## src/rtl/prbs_mon_pkg.sv

```systemverilog
package prbs_mon_pkg;

  typedef enum logic [1:0] {
    PAT_PRBS15 = 2'd0,
    PAT_PRBS20 = 2'd1,
    PAT_ALT    = 2'd2,
    PAT_ONES   = 2'd3
  } pat_e;

  typedef enum logic {
    ST_HUNT = 1'b0,
    ST_LOCK = 1'b1
  } sync_st_e;

  // history register spans the longest generator
  localparam int HIST_W   = 20;
  localparam int LEN15    = 15;
  localparam int LEN20    = 20;
  localparam int TAP15_A  = 14;
  localparam int TAP15_B  = 13;
  localparam int TAP20_A  = 19;
  localparam int TAP20_B  = 16;

  // sticky flag positions
  localparam int FLG_GAIN = 0;
  localparam int FLG_LOSS = 1;
  localparam int FLG_LOF  = 2;
  localparam int NFLAG    = 3;

endpackage

```

## src/rtl/prbs_mon_predict.sv

```systemverilog
module prbs_mon_predict
  import prbs_mon_pkg::*;
(
  input  pat_e              pat,
  input  logic [HIST_W-1:0] hist,
  output logic              pred,
  output logic              live
);

  // hist[0] is the newest bit, hist[k] the bit k+1 places back
  always_comb begin
    pred = 1'b1;
    live = 1'b1;
    case (pat)
      PAT_PRBS15: begin
        pred = hist[TAP15_A] ^ hist[TAP15_B];
        live = |hist[LEN15-1:0];
      end
      PAT_PRBS20: begin
        pred = hist[TAP20_A] ^ hist[TAP20_B];
        live = |hist[LEN20-1:0];
      end
      PAT_ALT: begin
        pred = ~hist[0];
        live = 1'b1;
      end
      default: begin
        pred = 1'b1;
        live = 1'b1;
      end
    endcase
  end

endmodule

```

## src/rtl/prbs_mon_sync.sv

```systemverilog
module prbs_mon_sync
  import prbs_mon_pkg::*;
#(
  parameter int FIX_SYNC   = 16,
  parameter int WIN_LEN    = 64,
  parameter int LOS_THRESH = 4
) (
  input  logic              clk,
  input  logic              rst_n,
  input  logic              fire,
  input  logic              rx_bit,
  input  pat_e              pat,
  input  logic              restart,
  input  logic              pred,
  input  logic              live,
  output logic [HIST_W-1:0] hist,
  output logic              locked,
  output logic              bit_err,
  output logic              gain,
  output logic              loss
);

  localparam int MAXN = (HIST_W > FIX_SYNC) ? HIST_W : FIX_SYNC;
  localparam int MW   = $clog2(MAXN + 1);
  localparam int WW   = $clog2(WIN_LEN);
  localparam int EW   = $clog2(LOS_THRESH + 1);

  sync_st_e        st;
  logic [MW-1:0]   mcnt;
  logic [MW-1:0]   need;
  logic [WW-1:0]   wcnt;
  logic [EW-1:0]   werr;
  logic [EW-1:0]   werr_sum;
  logic            match;
  logic            hunt_hit;
  logic            wrap;

  always_comb begin
    case (pat)
      PAT_PRBS15: need = MW'(LEN15);
      PAT_PRBS20: need = MW'(LEN20);
      default:    need = MW'(FIX_SYNC);
    endcase
  end

  assign match    = (rx_bit == pred);
  assign hunt_hit = fire && (st == ST_HUNT) && match && live;
  assign gain     = hunt_hit && ((mcnt + MW'(1)) == need);
  assign bit_err  = fire && (st == ST_LOCK) && !match;
  assign werr_sum = werr + EW'(bit_err);
  assign loss     = bit_err && (werr_sum >= EW'(LOS_THRESH));
  assign wrap     = (wcnt == WW'(WIN_LEN - 1));
  assign locked   = (st == ST_LOCK);

  always_ff @(posedge clk) begin
    if (!rst_n || restart) begin
      st   <= ST_HUNT;
      hist <= '0;
      mcnt <= '0;
      wcnt <= '0;
      werr <= '0;
    end else if (fire) begin
      if (st == ST_HUNT) begin
        hist <= {hist[HIST_W-2:0], rx_bit};
        if (gain) begin
          st   <= ST_LOCK;
          mcnt <= '0;
          wcnt <= '0;
          werr <= '0;
        end else if (hunt_hit) begin
          mcnt <= mcnt + MW'(1);
        end else begin
          mcnt <= '0;
        end
      end else if (loss) begin
        st   <= ST_HUNT;
        hist <= '0;
        mcnt <= '0;
        wcnt <= '0;
        werr <= '0;
      end else begin
        hist <= {hist[HIST_W-2:0], pred};
        if (wrap) begin
          wcnt <= '0;
          werr <= '0;
        end else begin
          wcnt <= wcnt + WW'(1);
          werr <= werr_sum;
        end
      end
    end
  end

endmodule

```

## src/rtl/prbs_mon_errcnt.sv

```systemverilog
module prbs_mon_errcnt #(
  parameter int CNT_W = 16
) (
  input  logic             clk,
  input  logic             rst_n,
  input  logic             inc,
  input  logic             clr,
  output logic [CNT_W-1:0] cnt
);

  localparam logic [CNT_W-1:0] TOP = {CNT_W{1'b1}};

  always_ff @(posedge clk) begin
    if (!rst_n) begin
      cnt <= '0;
    end else if (clr) begin
      cnt <= {{(CNT_W-1){1'b0}}, inc};
    end else if (inc && (cnt != TOP)) begin
      cnt <= cnt + CNT_W'(1);
    end
  end

endmodule

```

## src/rtl/prbs_mon_irq.sv

```systemverilog
module prbs_mon_irq #(
  parameter int NSRC = 3
) (
  input  logic            clk,
  input  logic            rst_n,
  input  logic [NSRC-1:0] set,
  input  logic [NSRC-1:0] clr,
  input  logic [NSRC-1:0] mask,
  output logic [NSRC-1:0] sticky,
  output logic            irq
);

  for (genvar i = 0; i < NSRC; i++) begin : g_flag
    always_ff @(posedge clk) begin
      if (!rst_n) sticky[i] <= 1'b0;
      else        sticky[i] <= set[i] | (sticky[i] & ~clr[i]);
    end
  end

  assign irq = |(sticky & mask);

endmodule

```

## src/rtl/prbs_mon.sv

```systemverilog
module prbs_mon
  import prbs_mon_pkg::*;
#(
  parameter int CNT_W      = 16,
  parameter int FIX_SYNC   = 16,
  parameter int WIN_LEN    = 64,
  parameter int LOS_THRESH = 4
) (
  input  logic             clk,
  input  logic             rst_n,
  input  logic             in_valid,
  output logic             in_ready,
  input  logic             in_bit,
  input  logic             in_payload,
  input  logic [1:0]       pat_sel,
  input  logic             lof_in,
  input  logic             err_clr,
  output logic [CNT_W-1:0] err_count,
  output logic             in_sync,
  input  logic [2:0]       irq_mask,
  input  logic [2:0]       status_clr,
  output logic [2:0]       irq_status,
  output logic             irq
);

  logic              rdy_q;
  pat_e              pat_q;
  logic              pat_change;
  logic              fire;
  logic              lof_q;
  logic              pred;
  logic              live;
  logic [HIST_W-1:0] hist;
  logic              bit_err;
  logic              gain_p;
  logic              loss_p;
  logic [NFLAG-1:0]  ev;

  always_ff @(posedge clk) begin
    if (!rst_n) begin
      rdy_q <= 1'b0;
      pat_q <= PAT_PRBS15;
      lof_q <= 1'b0;
    end else begin
      rdy_q <= 1'b1;
      pat_q <= pat_e'(pat_sel);
      lof_q <= lof_in;
    end
  end

  assign in_ready   = rdy_q;
  assign pat_change = (pat_sel != pat_q);
  assign fire       = in_valid && rdy_q && in_payload && !pat_change;

  prbs_mon_predict u_pred (
    .pat  (pat_q),
    .hist (hist),
    .pred (pred),
    .live (live)
  );

  prbs_mon_sync #(
    .FIX_SYNC   (FIX_SYNC),
    .WIN_LEN    (WIN_LEN),
    .LOS_THRESH (LOS_THRESH)
  ) u_sync (
    .clk     (clk),
    .rst_n   (rst_n),
    .fire    (fire),
    .rx_bit  (in_bit),
    .pat     (pat_q),
    .restart (pat_change),
    .pred    (pred),
    .live    (live),
    .hist    (hist),
    .locked  (in_sync),
    .bit_err (bit_err),
    .gain    (gain_p),
    .loss    (loss_p)
  );

  prbs_mon_errcnt #(.CNT_W(CNT_W)) u_cnt (
    .clk   (clk),
    .rst_n (rst_n),
    .inc   (bit_err),
    .clr   (err_clr),
    .cnt   (err_count)
  );

  always_comb begin
    ev           = '0;
    ev[FLG_GAIN] = gain_p;
    ev[FLG_LOSS] = loss_p;
    ev[FLG_LOF]  = lof_in && !lof_q;
  end

  prbs_mon_irq #(.NSRC(NFLAG)) u_irq (
    .clk    (clk),
    .rst_n  (rst_n),
    .set    (ev),
    .clr    (status_clr),
    .mask   (irq_mask),
    .sticky (irq_status),
    .irq    (irq)
  );

endmodule

```

## config.mk

```make
export PLATFORM = sky130hd
export DESIGN_NAME = prbs_mon
export DESIGN_NICKNAME = d
export VERILOG_FILES = /design/src/rtl/prbs_mon_pkg.sv /design/src/rtl/prbs_mon_predict.sv /design/src/rtl/prbs_mon_sync.sv /design/src/rtl/prbs_mon_errcnt.sv /design/src/rtl/prbs_mon_irq.sv /design/src/rtl/prbs_mon.sv
export SDC_FILE = /design/constraint.sdc
export NUM_CORES = 1
export LEC_CHECK = 0
export BUFFER_PORTS_ARGS = -buffer_cell sky130_fd_sc_hd__buf_2
export CORE_UTILIZATION = 60
export DETAILED_ROUTE_END_ITERATION = 8
export HOLD_SLACK_MARGIN = 0.02
export PLACE_DENSITY = 0.79
export SYNTH_ARGS = -nofsm -noshare
export SYNTH_HDL_FRONTEND = slang
export SYNTH_SLANG_ARGS = --single-unit
```

## constraint.sdc

```tcl
create_clock -name clk -period 5.09 [get_ports clk]
set_clock_uncertainty 0.2 [all_clocks]
set_input_delay 0.2545 -clock clk [delete_from_list [all_inputs] [get_ports clk]]
set_output_delay 0.2545 -clock clk [all_outputs]
set_load 0.02 [all_outputs]
```

==> qor.csv <==
metric,value,unit
grt_pass1_wl,9.929,mm
rows,24,
async_flop_share,0,
grt_start_max_net_pins,28,
hold_path_class,in2reg,
design_area,3243,um2
post_cts_buffers,0,
rsz0062_at_grt,no,
holdWs,0.02798,ns
dpl_cell_area,2989,um2
cts_root_buffer,clkbuf_8,
gp_congestion,0.8254,
cp-end-kind,flop,
power,944.5,uW
wl,6.083,mm
cts-buffers-inserted,9,
outcome,"complete, but fails checks",
first_iter_violations,231,
die_h,70.65,um
tightest_slew,1.076,ns
synthFlopType,dfxtp_1,
clock.fmax,0.2880,GHz
grt-ovfl-total,0,
max-slew-margin-rel,0.2809,
hp-start,status_clr[2],
io_pins,37,
grtUsageTotal,0.2543,
yosysMostFrequentCell,dfxtp_1,
synthCells,319,
clk_pin_slew,0.06,ns
max_cap_violations,0,
synth_warnings,0,
vias,2521,
pwr_density_cell,291.2,nW/um2
synthesis.nets,339,
slew_viol_final,0,
r2r_cells,11,
hold_viol,0,
start_util,0.6363,
clockBufferDepth,2,
drive_above_1_share,0.1648,
fin_nets,374,
core-area,4444,um2
crit_fanout,17,
ys_ff_latch,58,
yosysUniqueCellTypes,56,
reg2reg_to,u_sync.wcnt[2],
firstDrtPassIters,7,
diodes,0,
setup_tns,0,ns
reg2reg_slack,1.70,ns
dieArea,4991,um2
whs_endpoint,u_irq.sticky[2],
detail_route.wl_per_cell,14.84,um
cts_tree,yes,
synth_top_area_cell,dfxtp_1,
setup_viol,0,
synthTopCellsByCount,"58 x dfxtp_1, 40 x nor2_1, 21 x nand3_1",
die_w,70.65,um
crit_arrival,3.53,ns
htree_levels,3,
ant_nets,0,
syn_area,2828,um2
synth_top_area_frac,0.4106,
numPortBuffers,36,
timing.rr.start,pat_q[1],
required,5.15,ns
synth_edf_count,0,
ys_seq_area_frac,0.4106,
violations,design-rule violations,
fin_crit,3.473,ns
areaGrowthSynthToFinish,14.69,%
fin_crit_sh,0.6822,
vias_per_cell,6.149,
peakVddDrop,0.2090,mV
grt_antenna_before_repair,0,
p_leak,0.001186,uW
drc,2,
grt_pass1_vias,2184,
avgSynthCellArea,8.864,um2
dp_hpwl,4.127,mm
min_delay_path_depth,3,
worstSetupPathType,in2reg,
cts_sinks,58,
ys_top_cells_by_area,"dfxtp_1 41%, xnor2_1 5.9%, nor2_1 5.3%, a22oi_1 5.0%, nand3_1 3.7%",
insertion_delay,0.34,ns
start_kind,input pin,
-- critical path, stage by stage --
cell           delay [ns]
dlygate4sd3_1        0.52
buf_2                0.13
xnor2_1              0.27
and3_1               0.28
nand2_1              0.37
nor2_1               0.25
ha_1                 0.17
ha_1                 0.15
nand2b_1             0.14
nand2_1              0.13
nand3_1              0.26
or4bb_1              0.51
o211ai_1             0.10
-- final cells by class --
cell class / count / area, um2
flip-flops and latches: 58 / 1161
repair buffers: 41 / 230.2
clock inverters: 2 / 35.03
well taps: 52 / 65.06
multi-input cells: 238 / 1560
clock buffers: 13 / 168.9
inverters: 6 / 22.52
fillers: 335 / 1201
-- worst max path at each step --
stage | slack, ns | end | startpoint | cells after the start
after floorplan | 2.11 | u_sync.wcnt[2] | pat_q[1] | 14
after global placement | 1.92 | u_sync.wcnt[2] | pat_q[1] | 11
after detailed placement | 1.78 | u_sync.wcnt[2] | pat_q[1] | 11
after CTS | 1.62 | u_sync.wcnt[2] | pat_sel[0] | 13
after global routing | 1.35 | u_sync.hist[2] | pat_sel[0] | 13
final | 1.62 | u_sync.wcnt[2] | pat_sel[0] | 13
-- cells in the final DEF, fill, tap and decap left out, types with 7 or more instances in the layout --
cell / instances
dfxtp_1: 58
nor2_1: 40
buf_2: 36
nand3_1: 21
xnor2_1: 19
a22oi_1: 19
nand2_1: 16
nor4_1: 15
clkbuf_8: 12
and3_1: 7
nand2b_1: 7
and2_1: 7
a21oi_1: 7
-- registers in the layout, indices dropped and copies added (netlist names) --
signal / flops
pat_q: 2
lof_q: 1
u_cnt.cnt: 16
u_sync.mcnt: 5
u_sync.werr: 3
u_sync.locked: 1
u_sync.hist: 20
u_sync.wcnt: 6
u_irq.sticky: 3
in_ready: 1
-- kinds of logic (layout without fill, tap and decap cells) --
logic type	count (synthesis)	count (layout)	synth area share
AO/OA/AOI/OAI	66	66	0.1779
XOR/XNOR	20	20	0.06460
adder cells (fa/ha/maj)	5	5	0.02212
buffers and inverters	23	62	0.03761
flip-flops	58	58	0.4106
multiplexers	4	4	0.01460
AND/OR/NAND/NOR	143	143	0.2726
-- power by group --
part	leakage, uW	internal [uW]	switching [uW]	total (uW)
sequential	0.000468	456	2.32	459
clock	0.000106	263	174	437
combinational	0.000612	17.3	32.0	49.4
total	0.00119	736	208	944
-- metal layers --
layer | global-route usage | up-vias | share of wire
met1 | 0.3436 | 1174 | 0.49
met2 | 0.3851 | 79 | 0.45
met4 | 0.1133 | 0 | 0.017
met5 | 0 | - | 0
met3 | 0.06695 | 15 | 0.048
li1 | - | 1253 | -
-- stage by stage --
stage	setup slack [ns]	util	std cells
after floorplan	2.113	-	319
after global placement	1.925	0.6726	390
after detailed placement	1.783	0.6726	390
after CTS	1.624	0.7297	410
after global routing	1.349	0.7297	410
final	1.617	0.7297	410
-- timing repair --
item | in CTS | in global routing
hold buffers | 5 | 0
resized for setup | 0 | 0
endpoints found under the hold margin | 5 | 0
(Power assumes the default switching activity.)
